**src/rtl/cs_readout_pkg.sv**
```systemverilog
package cs_readout_pkg;

   typedef enum logic [0:0] {
      SEQ_IDLE = 1'b0,
      SEQ_RUN  = 1'b1
   } seq_state_e;

   function automatic int occ_width(input int depth);
      return $clog2(depth + 1);
   endfunction

   function automatic int ptr_width(input int depth);
      return (depth > 1) ? $clog2(depth) : 1;
   endfunction

endpackage

```
**src/rtl/cs_readout_fetch.sv**
```systemverilog
module cs_readout_fetch #(
   parameter int ADDR_W = 8,
   parameter int DEPTH  = 2,
   parameter int OCC_W  = 2
) (
   input  logic              clk,
   input  logic              rst_n,
   input  logic              start,
   input  logic              active,
   input  logic [OCC_W-1:0]  occ,
   input  logic              pop,
   output logic              rd_en,
   output logic [ADDR_W-1:0] rd_addr,
   output logic              inflight,
   output logic [ADDR_W-1:0] inflight_addr,
   output logic              all_issued
);

   localparam logic [ADDR_W-1:0] TOP_ADDR = '1;

   logic [ADDR_W-1:0] nxt_q;
   logic              done_q;
   logic              infl_q;
   logic [ADDR_W-1:0] infl_addr_q;
   logic              room;

   // entries held after this edge, plus the one a new read would add
   always_comb begin
      room  = (int'(occ) + int'(infl_q) - int'(pop)) < DEPTH;
      rd_en = active & ~done_q & room;
   end

   always_ff @(posedge clk) begin
      if (!rst_n) begin
         nxt_q       <= '0;
         done_q      <= 1'b1;
         infl_q      <= 1'b0;
         infl_addr_q <= '0;
      end else begin
         if (start) begin
            nxt_q  <= '0;
            done_q <= 1'b0;
         end else if (rd_en) begin
            nxt_q <= nxt_q + 1'b1;
            if (nxt_q == TOP_ADDR) done_q <= 1'b1;
         end
         infl_q <= rd_en;
         if (rd_en) infl_addr_q <= nxt_q;
      end
   end

   assign rd_addr       = nxt_q;
   assign inflight      = infl_q;
   assign inflight_addr = infl_addr_q;
   assign all_issued    = done_q;

endmodule

```
**src/rtl/cs_readout_store.sv**
```systemverilog
module cs_readout_store #(
   parameter int ADDR_W = 8,
   parameter int CNT_W  = 8,
   parameter int DEPTH  = 2,
   parameter int OCC_W  = 2,
   parameter int PTR_W  = 1
) (
   input  logic              clk,
   input  logic              rst_n,
   input  logic              push,
   input  logic [ADDR_W-1:0] push_addr,
   input  logic [CNT_W-1:0]  push_cnt,
   input  logic              pop,
   output logic [OCC_W-1:0]  occ,
   output logic [ADDR_W-1:0] head_addr,
   output logic [CNT_W-1:0]  head_cnt
);

   localparam logic [PTR_W-1:0] LAST_SLOT = PTR_W'(DEPTH - 1);

   logic [ADDR_W-1:0] addr_q [DEPTH];
   logic [CNT_W-1:0]  cnt_q  [DEPTH];
   logic [PTR_W-1:0]  wp_q, rp_q;
   logic [OCC_W-1:0]  occ_q;

   for (genvar g = 0; g < DEPTH; g++) begin : g_slot
      always_ff @(posedge clk) begin
         if (!rst_n) begin
            addr_q[g] <= '0;
            cnt_q[g]  <= '0;
         end else if (push && wp_q == PTR_W'(g)) begin
            addr_q[g] <= push_addr;
            cnt_q[g]  <= push_cnt;
         end
      end
   end

   always_ff @(posedge clk) begin
      if (!rst_n) begin
         wp_q  <= '0;
         rp_q  <= '0;
         occ_q <= '0;
      end else begin
         if (push) wp_q <= (wp_q == LAST_SLOT) ? '0 : wp_q + 1'b1;
         if (pop)  rp_q <= (rp_q == LAST_SLOT) ? '0 : rp_q + 1'b1;
         case ({push, pop})
            2'b10:   occ_q <= occ_q + 1'b1;
            2'b01:   occ_q <= occ_q - 1'b1;
            default: occ_q <= occ_q;
         endcase
      end
   end

   assign occ       = occ_q;
   assign head_addr = addr_q[rp_q];
   assign head_cnt  = cnt_q[rp_q];

   a_r9_no_overflow: assert property (@(posedge clk) disable iff (!rst_n)
      push |-> (occ_q < OCC_W'(DEPTH)) || pop);

   a_r9_no_underflow: assert property (@(posedge clk) disable iff (!rst_n)
      pop |-> occ_q != '0);

endmodule

```
**src/rtl/cs_readout_emit.sv**
```systemverilog
module cs_readout_emit #(
   parameter int ADDR_W  = 8,
   parameter int CNT_W   = 8,
   parameter bit OUT_REG = 1'b1
) (
   input  logic              clk,
   input  logic              rst_n,
   input  logic              start,
   input  logic              head_valid,
   input  logic [ADDR_W-1:0] head_addr,
   input  logic [CNT_W-1:0]  head_cnt,
   input  logic              pass_end,
   output logic              pop,
   output logic              out_valid,
   output logic [ADDR_W-1:0] out_data,
   output logic              out_frame
);

   logic [CNT_W-1:0] used_q;
   logic             frame_q;
   logic             fire;
   logic             final_unit;

   always_comb begin
      fire       = head_valid & (head_cnt != '0);
      final_unit = (used_q == head_cnt - 1'b1);
      pop        = head_valid & ((head_cnt == '0) | final_unit);
   end

   always_ff @(posedge clk) begin
      if (!rst_n) begin
         used_q  <= '0;
         frame_q <= 1'b0;
      end else begin
         if (start)     used_q <= '0;
         else if (fire) used_q <= final_unit ? '0 : used_q + 1'b1;
         if (start || pass_end) frame_q <= 1'b0;
         else if (fire)         frame_q <= 1'b1;
      end
   end

   if (OUT_REG) begin : g_reg_out
      logic              valid_q;
      logic [ADDR_W-1:0] data_q;
      always_ff @(posedge clk) begin
         if (!rst_n) begin
            valid_q <= 1'b0;
            data_q  <= '0;
         end else begin
            valid_q <= fire;
            if (fire) data_q <= head_addr;
         end
      end
      assign out_valid = valid_q;
      assign out_data  = data_q;
      assign out_frame = frame_q;
   end else begin : g_comb_out
      assign out_valid = fire;
      assign out_data  = head_addr;
      assign out_frame = (frame_q & ~pass_end) | fire;
   end

   a_r5_dwell_bounded: assert property (@(posedge clk) disable iff (!rst_n)
      fire |-> used_q < head_cnt);

endmodule

```
**src/rtl/cs_readout.sv**
```systemverilog
module cs_readout
   import cs_readout_pkg::*;
#(
   parameter int ADDR_W   = 8,
   parameter int CNT_W    = 8,
   parameter int PF_DEPTH = 2,
   parameter bit OUT_REG  = 1'b1
) (
   input  logic              clk,
   input  logic              rst_n,
   input  logic              in_frame,
   output logic              ram_rd_en,
   output logic [ADDR_W-1:0] ram_rd_addr,
   input  logic [CNT_W-1:0]  ram_rd_data,
   output logic              ram_clr_en,
   output logic [ADDR_W-1:0] ram_clr_addr,
   output logic              out_frame,
   output logic              out_valid,
   output logic [ADDR_W-1:0] out_data
);

   localparam int OCC_W = occ_width(PF_DEPTH);
   localparam int PTR_W = ptr_width(PF_DEPTH);

   if (ADDR_W < 1) begin : g_bad_addr
      $error("cs_readout: ADDR_W must be at least 1");
   end
   if (CNT_W < 1) begin : g_bad_cnt
      $error("cs_readout: CNT_W must be at least 1");
   end
   if (PF_DEPTH < 2) begin : g_bad_depth
      $error("cs_readout: PF_DEPTH below 2 cannot stream without gaps");
   end

   seq_state_e        state_q;
   logic              frame_d_q;
   logic              start;
   logic              active;
   logic              pass_end;
   logic [OCC_W-1:0]  occ;
   logic              pop;
   logic              inflight;
   logic [ADDR_W-1:0] inflight_addr;
   logic              all_issued;
   logic [ADDR_W-1:0] head_addr;
   logic [CNT_W-1:0]  head_cnt;

   always_comb begin
      active   = (state_q == SEQ_RUN);
      start    = (state_q == SEQ_IDLE) & frame_d_q & ~in_frame;
      pass_end = active & all_issued & ~inflight & (occ == '0);
   end

   always_ff @(posedge clk) begin
      if (!rst_n) begin
         state_q   <= SEQ_IDLE;
         frame_d_q <= 1'b0;
      end else begin
         frame_d_q <= in_frame;
         if (start)         state_q <= SEQ_RUN;
         else if (pass_end) state_q <= SEQ_IDLE;
      end
   end

   cs_readout_fetch #(
      .ADDR_W(ADDR_W), .DEPTH(PF_DEPTH), .OCC_W(OCC_W)
   ) fetch_i (
      .clk(clk), .rst_n(rst_n), .start(start), .active(active),
      .occ(occ), .pop(pop), .rd_en(ram_rd_en), .rd_addr(ram_rd_addr),
      .inflight(inflight), .inflight_addr(inflight_addr),
      .all_issued(all_issued)
   );

   cs_readout_store #(
      .ADDR_W(ADDR_W), .CNT_W(CNT_W), .DEPTH(PF_DEPTH),
      .OCC_W(OCC_W), .PTR_W(PTR_W)
   ) store_i (
      .clk(clk), .rst_n(rst_n), .push(inflight), .push_addr(inflight_addr),
      .push_cnt(ram_rd_data), .pop(pop), .occ(occ),
      .head_addr(head_addr), .head_cnt(head_cnt)
   );

   cs_readout_emit #(
      .ADDR_W(ADDR_W), .CNT_W(CNT_W), .OUT_REG(OUT_REG)
   ) emit_i (
      .clk(clk), .rst_n(rst_n), .start(start), .head_valid(occ != '0),
      .head_addr(head_addr), .head_cnt(head_cnt), .pass_end(pass_end),
      .pop(pop), .out_valid(out_valid), .out_data(out_data),
      .out_frame(out_frame)
   );

   // zeroing trails the read by the RAM latency
   assign ram_clr_en   = inflight;
   assign ram_clr_addr = inflight_addr;

   // ordering trackers used only by the properties below
   logic [ADDR_W-1:0] chk_rd_q, chk_out_q;
   logic              chk_rd_seen_q, chk_out_seen_q;
   always_ff @(posedge clk) begin
      if (!rst_n) begin
         chk_rd_q       <= '0;
         chk_out_q      <= '0;
         chk_rd_seen_q  <= 1'b0;
         chk_out_seen_q <= 1'b0;
      end else begin
         if (start) begin
            chk_rd_seen_q  <= 1'b0;
            chk_out_seen_q <= 1'b0;
         end
         if (ram_rd_en) begin
            chk_rd_q      <= ram_rd_addr;
            chk_rd_seen_q <= 1'b1;
         end
         if (out_valid) begin
            chk_out_q      <= out_data;
            chk_out_seen_q <= 1'b1;
         end
      end
   end

   a_r7_valid_in_frame: assert property (@(posedge clk) disable iff (!rst_n)
      out_valid |-> out_frame);

   a_r3_idle_no_read: assert property (@(posedge clk) disable iff (!rst_n)
      (state_q == SEQ_IDLE) |-> !ram_rd_en);

   a_r3_read_ascending: assert property (@(posedge clk) disable iff (!rst_n)
      (ram_rd_en && chk_rd_seen_q) |-> ram_rd_addr == chk_rd_q + 1'b1);

   a_r4_out_ascending: assert property (@(posedge clk) disable iff (!rst_n)
      (out_valid && chk_out_seen_q) |-> out_data >= chk_out_q);

   a_r8_clear_after_read: assert property (@(posedge clk) disable iff (!rst_n)
      ram_rd_en |=> ram_clr_en && ram_clr_addr == $past(ram_rd_addr));

endmodule

```
**config.mk**
```make
export PLATFORM = sky130hd
export DESIGN_NAME = cs_readout
export DESIGN_NICKNAME = d
export VERILOG_FILES = /design/src/rtl/cs_readout_pkg.sv /design/src/rtl/cs_readout_fetch.sv /design/src/rtl/cs_readout_store.sv /design/src/rtl/cs_readout_emit.sv /design/src/rtl/cs_readout.sv
export SDC_FILE = /design/constraint.sdc
export NUM_CORES = 1
export LEC_CHECK = 0
export BUFFER_PORTS_ARGS = -buffer_cell sky130_fd_sc_hd__clkbuf_2
export CAP_MARGIN = 30
export CORE_ASPECT_RATIO = 1.5
export CORE_MARGIN = 3
export CORE_UTILIZATION = 50
export CTS_CLUSTER_DIAMETER = 200
export DETAILED_ROUTE_END_ITERATION = 8
export PLACE_DENSITY_LB_ADDON = 0.08
export SLEW_MARGIN = 5
export SYNTH_ARGS = -nofsm -noshare
export SYNTH_HDL_FRONTEND = slang
export SYNTH_SLANG_ARGS = --single-unit
```
**constraint.sdc**
```tcl
create_clock -name clk -period 9.9 [get_ports clk]
set_clock_uncertainty 0.2 [all_clocks]
set_input_delay 1.485 -clock clk [delete_from_list [all_inputs] [get_ports clk]]
set_output_delay 1.485 -clock clk [all_outputs]
set_load 0.01 [all_outputs]
```
### After elaboration in Yosys (flattened, before gate mapping)

Memory sizes are Yosys's and may differ from the RTL's. A register that Yosys moved wholly into a read port is not among the register bits.
Index checks and enable logic that the tools add are counted.

| storage, ports and cells | value |
|---|---|
| flip-flop bits (word level) | 34 |
| bits in writable memories | 32 |
| bits of input ports | 11 |
| output and inout port bits | 28 |
| logic and storage cells | 85 |
| memories | 2 |

| cells by class | value |
|---|---|
| $add $sub $neg | 9 |
| $lt $le $gt $ge | 1 |
| eq/ne operators | 4 |
| muxes and demuxes | 22 |
| bitwise gates (word level) | 20 |
| reductions and logical operators | 15 |

Memory list:

| name | words | width | rd ports | clocked after Yosys merged registers in | wr ports | line | text |
|---|---|---|---|---|---|---|---|
| store_i.addr_q | 2 | 8 | 1 | 1 | 2 | cs_readout_store.sv:21 | `logic [ADDR_W-1:0] addr_q [DEPTH];` |
| store_i.cnt_q | 2 | 8 | 1 | 1 | 2 | cs_readout_store.sv:22 | `logic [CNT_W-1:0] cnt_q [DEPTH];` |

Operator list:

| kind | number |
|---|---|
| $mux 8 | 5 |
| $lt 32x3->1 const B | 1 |
| $sub 32x2->32 | 1 |
| $add 8x1->8 const B | 2 |
| $mux 1 | 16 |
| $reduce_bool 2->1 | 5 |
| $and 1x1->1 | 9 |
| $eq 8x8->1 | 1 |
| $eq 8x8->1 const B | 1 |
| $logic_not 8->1 | 1 |
| $reduce_bool 8->1 | 1 |
| $sub 8x1->8 const B | 1 |
| $not 1->1 | 6 |
| $or 1x1->1 | 5 |
| $pmux 2 s2 | 1 |
| $reduce_or 2->1 | 2 |
| $add 2x1->3 | 1 |
| $add 1x1->1 const B | 2 |
| $add 2x1->2 const B | 1 |
| $eq 2x1->1 const B | 1 |
| $eq 2x2->1 const B | 1 |
| $logic_and 1x1->1 | 2 |
| $logic_not 2->1 | 1 |
| $reduce_and 2->1 | 1 |
| 3 further kinds | 3 |

### Longest topological paths before layout

Gate-level depths: netlist of the first run.

| logic depth | value |
|---|---|
| word-level depth | 9 |
| depth in mapped cells | 17 |
| mapped depth without buffers | 14 |

### Cells and area by module

A second synthesis of the first run with hierarchy kept.

| unflattened totals | value |
|---|---|
| cells, all modules | 360 |
| area, all modules | 3661.0 µm² |

Modules (own cells, without submodules):

| module | times used | cells each | area each (µm²) | seq. area each (µm²) |
|---|---|---|---|---|
| cs_readout_store | 1 | 125 | 1566.5 | 1061.0 |
| cs_readout_emit | 1 | 131 | 1061.0 | 360.3 |
| cs_readout_fetch | 1 | 95 | 942.2 | 360.3 |
| cs_readout | 1 | 9 | 91.3 | 40.0 |

### Least setup slack after synthesis of the first run

OpenSTA, ideal clock, no wires.

| path | value |
|---|---|
| path kind | flip-flop to output port |
| start | reg with a tool-made name |
| end | out ram_rd_en |
| data arrival time | 3663 ps |
| data required time | 8215 ps |
| path slack | 4552 ps |
| cell stages (with the launch flop) | 17 |
| buffers on the path | 3 |
| cell sequence | dfxtp_1 buf_6 clkbuf_4 mux2i_1 ha_1 o221ai_1 xnor2_1 nor4_1 a31oi_1 nor3_1 ha_1 ha_1 o22ai_1 o21a_1 inv_1 buf_1 nand2_1 |

RTL lines:

| item | line | text |
|---|---|---|
| to (decl) | cs_readout.sv:12 | `output logic ram_rd_en,` |

==> impl_metrics.csv, run 1 <==
group,metric,value,unit
yosys,ys_warn_count,0,
sta,rsz0062_at_grt,"false",
critical_path,arrival,5.00,ns
sta,worstMarginPinSlew,0.938,ns
sta,fin_setup_tns,0,ns
detailed_routing,drc_errors,0,
die,die_h,111,um
placed_design,pre_cts_slack,3.66,ns
detailed_routing,top_layer_used,"met4",
placed_design,placed_cells,502,
cells_and_area,finalNonFillerCells,518,
clock_tree,cts_buffers,9,
die,die-area,8470,um^2
yosys,synth_top_cell_by_area,"edfxtp_1",
flow_run,maxCapViolCount,0,
yosys,syn-num-nets,404,
cells_and_area,fin_nets,439,
global_routing,grt.total_usage,20.4,%
global_routing,antenna_found_initial,0,
die,num_rows,37,
global_routing,first_global_vias,2806,
cells_and_area,utilization,58.9,%
outcome,status,"completed",
detailed_routing,dr_wl_met2,4470,um
sta,period_needed,6.68,ns
placed_design,gp_congestion,0.846,
yosys,synth-edff-count,32,
yosys,synthDominantCellAreaShare,26.0,%
die,io-pin-count,39,
yosys,async_flop_share,0,%
global_routing,grt_pass1_wl,13800,um
power,power.density,141,nW/um^2
sta,setup-violations-final,0,
clock_tree,cts_max_level,3,
sta,slew_violations,0,
detailed_routing,routed_via_density,5.53,
placed_design,numPortBuffers,38,
yosys,synth.area.top_cells,"edfxtp_1, dfxtp_1, and2_1",
clock_tree,cts_resized,0,
clock_tree,cts-root-buf,"clkbuf_8",
yosys,ys.flop_type,"dfxtp_1",
clock_tree,path_clk_slew,0.09,ns
die,die_x,76.1,um
yosys,ys_ff_latch,75,
critical_path,r2r_cells,14,
die,start_util,52.4,%
cells_and_area,drive_above_1_share,14.7,%
clock_tree,cts_tree,"yes",
detailed_routing,wl_per_cell,16.0,um
clock_tree,insertion_delay,0.35,ns
critical_path,endpoint_kind,"primary output",
sta,worst_slack,3.22,ns
yosys,yosysSeqAreaShare,49.4,%
critical_path,cp_max_fo,18,
placed_design,dp_hpwl,5960,um
yosys,yosysMostFrequentCell,"dfxtp_1",
power,p_leak,1.54,nW
clock_tree,clkSinkCount,75,
cells_and_area,fillerInstances,654,
min_path,min_path_type,"reg2reg",
detailed_routing,routed_wl,8280,um
sta,fin_crit_sh,67.5,%
sta,fmax,0.150,GHz
yosys,synth_cells,381,
clock_tree,cts_hold_buf,0,
cells_and_area,syn_to_final_growth,12.3,%
cells_and_area,diodes,0,
detailed_routing,num_vias,2867,
sta,whs,0.297,ns
sta,finalHoldViolations,0,
critical_path,path_class,"reg2out",
detailed_routing,dr.first_iter.drc_count,139,
min_path,worstHoldStart,"emit_i.out_frame",
power,ir_drop,0.0850,mV
yosys,synth_area,3690,um^2
critical_path,start_kind,"flip-flop",
detailed_routing,ant_nets,0,
clock_tree,cts_setup_buffers,0,
global_routing,grt.overflow.total,0,
yosys,synth_common_cells,"dfxtp_1, and2_1, edfxtp_1",
global_routing,grt_max_degree,25,
min_path,min_delay_path_depth,2,
die,core,7040,um^2
critical_path,crit_required,8.22,ns
yosys,syn_area_per_cell,9.68,um^2
detailed_routing,met3WireLength,220,um
detailed_routing,dr.pass1.iters,4,
sta,relSlewSlack,37.5,%
yosys,ys_types,39,
clock_tree,clockBufferDepth,2,
detailed_routing,wirelength_met1,3460,um
==> sequential cells by signal (all words and copies together) (netlist names), 2 cells and up, named ones only <==
name	count
emit_i.out_data	8
emit_i.used_q	8
fetch_i.inflight_addr	8
fetch_i.rd_addr	8
store_i.addr_q	16
store_i.cnt_q	16
store_i.occ	2
==> metrics by stage <==
stage | cell area, um^2 | total power [mW]
2_1_floorplan | 3690 | 0.355
3_3_place_gp | 3950 | 0.363
3_5_place_dp | 3950 | 0.364
4_1_cts | 4140 | 0.592
5_1_grt | 4140 | 0.610
6_report | 4140 | 0.585
==> logic make-up after synthesis <==
family,synth area share (%)
buf+inv,3.05
xor+xnor,4.04
compound gates,10.8
simple gates,23.6
flops,49.4
mux,4.88
fa+ha+maj,4.27
==> final cells by class <==
class	count	area [um^2]	share of cell area, %
sequential	75	1820	44.0
clock buffer	9	124	2.99
tap	97	121	2.93
inverter	10	37.5	0.906
clock inverter	7	65.1	1.57
timing repair buffer	41	213	5.13
multi-input combinational	279	1760	42.5
==> final timing paths <==
check	endpoint	slack, ns
worst max-delay path	ram_rd_en	3.22
worst min-delay path	emit_i.out_frame	0.30
worst max register to register	fetch_i.rd_addr[3]	4.70
worst min register to register	emit_i.out_frame	0.30
==> layer usage <==
layer	up-vias	track usage (%)
li1	1446	-
met1	1365	23.9
met2	47	37.9
met3	9	3.58
met4	0	5.93
met5	-	0
==> where the power goes <==
group,switching [mW],internal [mW]
clock network,0.130,0.0986
logic,0.0173,0.00847
registers,0.00374,0.327
total,0.151,0.434
==> cell usage in the layout (no fill, tap or decap), drive strengths merged, types with 16 or more instances in the layout <==
cell	netlist	final
and2	34	34
o21ai	27	27
nor2	31	31
nand2	25	25
a21oi	16	16
edfxtp	32	32
inv	10	16
clkbuf	14	47
mux2i	18	18
nand3	28	28
dfxtp	43	43
==> worst max-delay path: stages (launching register included) <==
cell      delay [ns]
dfxtp_1         0.77
mux2i_1         0.42
ha_1            0.27
o221ai_1        0.15
xnor2_1         0.17
nor4_1          0.78
a31oi_1         0.33
nor3_1          0.33
fa_1            0.23
inv_1           0.04
o22ai_1         0.15
o21a_1          0.43
inv_1           0.31
nand2_1         0.12
clkbuf_2        0.13
(Power assumes the default switching activity.)
==> run 2, diff against run 1 <==
==> constraint.sdc (replaced) <==
create_clock -name clk -period 6.5 [get_ports clk]
set_clock_uncertainty 0.2 [all_clocks]
set_input_delay 0.975 -clock clk [delete_from_list [all_inputs] [get_ports clk]]
set_output_delay 0.975 -clock clk [all_outputs]
set_load 0.01 [all_outputs]
==> run 2 against run 1 <==
Cell count is 0.19% higher. Clock-buffer cell count stayed put. Hold slack worse by 0.0019 ns. Routed wire length is 1.9% lower. Cell area is 0.24% higher. Via count is 0.77% higher. Clock power is 51% higher. Sequential cell count stayed put. Critical path depth is 1 higher. Worst setup slack worse by 2.5 ns. Core utilization is 0.14 points higher. Critical path type unchanged. Critical endpoint unchanged. Largest power group unchanged.
==> impl_metrics.csv, run 2 (synthesis results as in run 1) <==
group,metric,value,unit
critical_path,rr_endpoint,"fetch_i.rd_addr[3]",
placed_design,pre_cts_slack,1.14,ns
critical_path,start_kind,"flip-flop",
die,die_h,111,um
detailed_routing,ant_nets,0,
sta,relSlewSlack,39.0,%
power,p_leak,1.54,nW
global_routing,grt.overflow.total,0,
global_routing,first_global_vias,2848,
cells_and_area,fillerInstances,648,
power,ir_drop,0.163,mV
cells_and_area,utilization,59.0,%
die,core,7040,um^2
sta,worstMarginPinSlew,0.916,ns
detailed_routing,drc_errors,0,
critical_path,cp_max_fo,18,
clock_tree,clkSinkCount,75,
placed_design,placed_cells,503,
detailed_routing,wl_per_cell,15.6,um
critical_path,slowest_stage,"nor4_1",
sta,setup-violations-final,0,
cells_and_area,syn_to_final_growth,12.5,%
cells_and_area,final_cell_area,4150,um^2
cells_and_area,fin_nets,440,
clock_tree,cts_tree,"yes",
critical_path,worst_path_most_repeated_cell,"inv_1",
sta,worst_slack,0.726,ns
cells_and_area,final_cell_mix,"dfxtp_1, clkbuf_2, and2_1, edfxtp_1, nor2_1",
power,finalPower,0.888,mW
detailed_routing,dr.pass1.iters,4,
clock_tree,path_clk_slew,0.08,ns
global_routing,antenna_found_initial,0,
outcome,status,"completed",
clock_tree,cts_hold_buf,0,
global_routing,grt_max_degree,25,
sta,fin_crit_sh,88.8,%
die,die_x,76.1,um
min_path,min_delay_path_depth,2,
sta,rsz0062_at_grt,"false",
cells_and_area,drive_above_1_share,14.2,%
critical_path,endpoint_kind,"primary output",
clock_tree,insertion_delay,0.35,ns
clock_tree,cts-root-buf,"clkbuf_8",
cells_and_area,finalNonFillerCells,519,
global_routing,grt_pass1_wl,13800,um
clock_tree,cts_max_level,3,
sta,slew_violations,0,
cells_and_area,top_regs,"store_i.addr_q: 16 flops, store_i.cnt_q: 16 flops",
clock_tree,cts_buffers,9,
sta,fin_setup_tns,0,ns
critical_path,worstPathCellList,"buf_4 > mux2i_1 > ha_1 > o221ai_1 > xnor2_1 > nor4_1 > a31oi_1 > nor3_1 > fa_1 > inv_1 > o22ai_1 > o21a_1 > inv_1 > nand2_1 > clkbuf_2",
placed_design,numPortBuffers,38,
cells_and_area,final_common_cell,"dfxtp_1",
critical_path,rrSetupSlack,1.73,ns
die,io-pin-count,39,
die,die-area,8470,um^2
cells_and_area,diodes,0,
clock_tree,clockBufferDepth,2,
sta,finalHoldViolations,0,
global_routing,grt.total_usage,20.6,%
detailed_routing,routed_wl,8120,um
flow_run,maxCapViolCount,0,
clock_tree,cts_setup_buffers,0,
placed_design,dp_hpwl,5960,um
die,start_util,52.4,%
critical_path,slowest_delay,0.71,ns
detailed_routing,routed_via_density,5.57,
placed_design,gp_congestion,0.863,
critical_path,crit_required,5.32,ns
placed_design,placed_area,3960,um^2
power,power.density,214,nW/um^2
sta,period_needed,5.77,ns
critical_path,cp-endpoint,"ram_rd_en",
die,num_rows,37,
min_path,min_path_type,"reg2reg",
detailed_routing,num_vias,2889,
critical_path,r2r_cells,15,
clock_tree,cts_resized,0,
detailed_routing,dr.first_iter.drc_count,218,
critical_path,arrival,4.60,ns
sta,fmax,0.173,GHz
critical_path,path_class,"reg2out",
sta,whs,0.295,ns
## run 2: changes by cell type in the layout (fill, tap and decap cells not counted)
cell / delta
clkinv_2: -1
buf_4: +1
inv_6: -2
clkinv_1: +3
clkinv_4: +2
inv_8: -3
bufinv_16: +1
## run 2: worst min-delay path by stage
stage                             startpoint                       end
floorplan                   emit_i.used_q[1]          emit_i.used_q[1]
global placement            emit_i.out_frame          emit_i.out_frame
detailed placement          emit_i.out_frame          emit_i.out_frame
finish                      emit_i.out_frame          emit_i.out_frame
CTS                         emit_i.out_frame          emit_i.out_frame
global route        fetch_i.inflight_addr[6]  fetch_i.inflight_addr[6]
## run 2: routing by layer
metal | share of wire, % | global-route usage [%]
met4 | 1.5 | 7.62
met2 | 55 | 37.7
met1 | 41 | 23.1
met3 | 2.6 | 4.80
met5 | 0 | 0
## run 2: worst max-delay path: cells and delay by family (launching register included)
family / cells / cell delay [ns]
compound gates: 4 / 1.01
xor+xnor: 1 / 0.17
fa+ha+maj: 2 / 0.51
buf+inv: 4 / 0.70
flops: 1 / 0.31
mux: 1 / 0.36
simple gates: 3 / 1.18
## run 2: cell type report
type | instances | area, um^2 | area share [%]
Sequential cell | 75 | 1820 | 43.9
Clock buffer | 9 | 124 | 2.98
Timing Repair Buffer | 42 | 220 | 5.30
Clock inverter | 7 | 67.6 | 1.63
Multi-Input combinational cell | 279 | 1760 | 42.4
Inverter | 10 | 37.5 | 0.904
Tap cell | 97 | 121 | 2.92
## run 2: power breakdown
group / switching (mW) / internal (mW)
clock: 0.169 / 0.176
combinational: 0.0261 / 0.0129
sequential: 0.00531 / 0.499
total: 0.201 / 0.687
==> run 3, diff against run 2 <==
--- a/config.mk
+++ b/config.mk
@@ -9,11 +9,11 @@
 export CAP_MARGIN = 30
 export CORE_ASPECT_RATIO = 1.5
 export CORE_MARGIN = 3
-export CORE_UTILIZATION = 50
+export CORE_UTILIZATION = 31
 export CTS_CLUSTER_DIAMETER = 200
 export DETAILED_ROUTE_END_ITERATION = 8
 export PLACE_DENSITY_LB_ADDON = 0.08
-export SLEW_MARGIN = 5
+export REMOVE_ABC_BUFFERS = 1
 export SYNTH_ARGS = -nofsm -noshare
 export SYNTH_HDL_FRONTEND = slang
 export SYNTH_SLANG_ARGS = --single-unit
==> run 3 against run 2 <==
Clock power rose by 39%. Sequential power barely moved. Routed wire length rose by 17%. First-iteration DRC count fell by 40%. Clock-buffer cell count did not move. Highest routed layer unchanged.
==> impl_metrics.csv, run 3 (synthesis results as in run 1) <==
group,metric,value,unit
outcome,status,"completed",
cells_and_area,diodes,0,
clock_tree,insertion_delay,0.34,ns
detailed_routing,wl_per_cell,16.6,um
sta,fin_setup_tns,0,ns
flow_run,maxCapViolCount,0,
critical_path,arrival,4.80,ns
detailed_routing,routed_wl,9520,um
cells_and_area,top_regs,"store_i.addr_q: 16 flops, store_i.cnt_q: 16 flops",
die,die_x,95.1,um
placed_design,numPortBuffers,38,
critical_path,endpoint_kind,"primary output",
die,io-pin-count,39,
clock_tree,cts_max_level,3,
cells_and_area,final_common_cell,"dfxtp_1",
global_routing,grt.total_usage,15.3,%
power,pwr-share-clk,46.7,%
clock_tree,clkSinkCount,75,
placed_design,gp_congestion,0.863,
power,sw_frac_of_total,24.2,%
critical_path,rr_endpoint,"fetch_i.rd_addr[3]",
sta,finalHoldViolations,0,
sta,fmax,0.167,GHz
clock_tree,path_clk_slew,0.06,ns
die,core,11600,um^2
power,ir_drop,0.129,mV
cells_and_area,syn_to_final_growth,17.0,%
power,pwr-share-seq,49.2,%
detailed_routing,num_vias,2879,
cells_and_area,drive_above_1_share,14.9,%
sta,worstMarginPinSlew,1.04,ns
critical_path,r2r_cells,14,
cells_and_area,final_cell_mix,"dfxtp_1, clkbuf_2, and2_1, edfxtp_1, nor2_1",
sta,period_needed,5.97,ns
critical_path,path_class,"reg2out",
min_path,min_delay_path_depth,2,
clock_tree,cts_tree,"yes",
global_routing,antenna_found_initial,0,
sta,fin_crit_sh,91.9,%
global_routing,grt.overflow.total,0,
critical_path,crit_required,5.32,ns
clock_tree,cts_setup_buffers,0,
detailed_routing,dr.first_iter.drc_count,130,
global_routing,grt_max_degree,25,
global_routing,first_global_vias,2853,
clock_tree,clockBufferDepth,2,
clock_tree,cts-root-buf,"clkbuf_16",
sta,worst_slack,0.529,ns
sta,slew_violations,0,
power,combPwrFrac,4.0,%
clock_tree,cts_hold_buf,0,
critical_path,rrSetupSlack,1.54,ns
sta,rsz0062_at_grt,"false",
placed_design,dp_hpwl,6770,um
detailed_routing,dr.pass1.iters,5,
power,intPower,0.778,mW
detailed_routing,drc_errors,0,
critical_path,cp_max_fo,18,
power,p_sw,0.248,mW
global_routing,grt_pass1_wl,15400,um
critical_path,start_kind,"flip-flop",
sta,setup-violations-final,0,
min_path,hold_end,"emit_i.out_frame",
power,p_leak,1.58,nW
die,die_h,140,um
die,num_rows,48,
sta,relSlewSlack,30.5,%
die,start_util,31.8,%
cells_and_area,fin_nets,440,
power,power.density,238,nW/um^2
detailed_routing,ant_nets,0,
min_path,min_path_type,"reg2reg",
die,die-area,13300,um^2
detailed_routing,routed_via_density,5.03,
clock_tree,cts_buffers,9,
min_path,worstHoldStart,"emit_i.out_frame",
placed_design,pre_cts_slack,0.750,ns
## run 3: area by class of cell
type / count / area, um^2
fillers: 1174 / 7280
flip-flops and latches: 75 / 1820
multi-input cells: 279 / 1760
clock buffers: 9 / 225
repair buffers: 42 / 220
well taps: 150 / 188
clock inverters: 7 / 61.3
inverters: 10 / 37.5
## run 3: worst max-delay path by stage
stage | slack, ns | end | from
finish | 0.53 | ram_rd_en | flip-flop
global route | 0.14 | ram_rd_en | flip-flop
CTS | 0.36 | ram_rd_en | flip-flop
detailed placement | 0.75 | ram_rd_en | flip-flop
global placement | 1.02 | ram_rd_en | flip-flop
floorplan | 1.62 | ram_rd_en | flip-flop
## run 3: per-layer routing
metal / global-route usage (%) / routed length, um / vias up
met5: 0 / 0 / -
met4: 6.16 / 160 / 0
met3: 2.87 / 292 / 12
met2: 27.2 / 5130 / 55
met1: 17.7 / 3940 / 1371
li1: - / - / 1441
## run 3: critical path, stage by stage, from the launching register on
cell and delay, ns:
dfxtp_1 0.79, mux2i_1 0.43, ha_1 0.30, o221ai_1 0.16, xnor2_1 0.19, nor4_2 0.55, a31oi_1 0.27, nor3_1 0.33
fa_1 0.24, inv_1 0.04, o22ai_1 0.14, o21a_1 0.44, inv_1 0.31, nand2_1 0.12, clkbuf_2 0.13
## run 3: power groups by stage
| stage | Sequential, mW | Clock (mW) | Combinational, mW |
|---|---|---|---|
| 2_1_floorplan | 0.513 | 0 | 0.0256 |
| 3_3_place_gp | 0.515 | 0 | 0.0409 |
| 3_5_place_dp | 0.515 | 0 | 0.0413 |
| 4_1_cts | 0.505 | 0.495 | 0.0415 |
| 5_1_grt | 0.505 | 0.515 | 0.0458 |
| 6_report | 0.505 | 0.479 | 0.0414 |
## run 3: per-stage QoR
stage / cells / cell area [um^2] / util, % / hold slack, ns / total power, mW
6_report: 572 / 4320 / 37.2 / 0.294 / 1.03
5_1_grt: 572 / 4320 / 37.2 / 0.332 / 1.07
4_1_cts: 572 / 4310 / 37.2 / 0.303 / 1.04
3_5_place_dp: 556 / 4020 / 34.7 / 0.291 / 0.557
3_3_place_gp: 556 / 4020 / 34.7 / 0.283 / 0.556
2_1_floorplan: 364 / 3610 / - / 0.273 / 0.539
## run 3: timing repair
action / in CTS / in global routing
setup endpoints to repair: 0 / 1
hold endpoints to repair: 0 / 0
gates resized for setup: 0 / 1
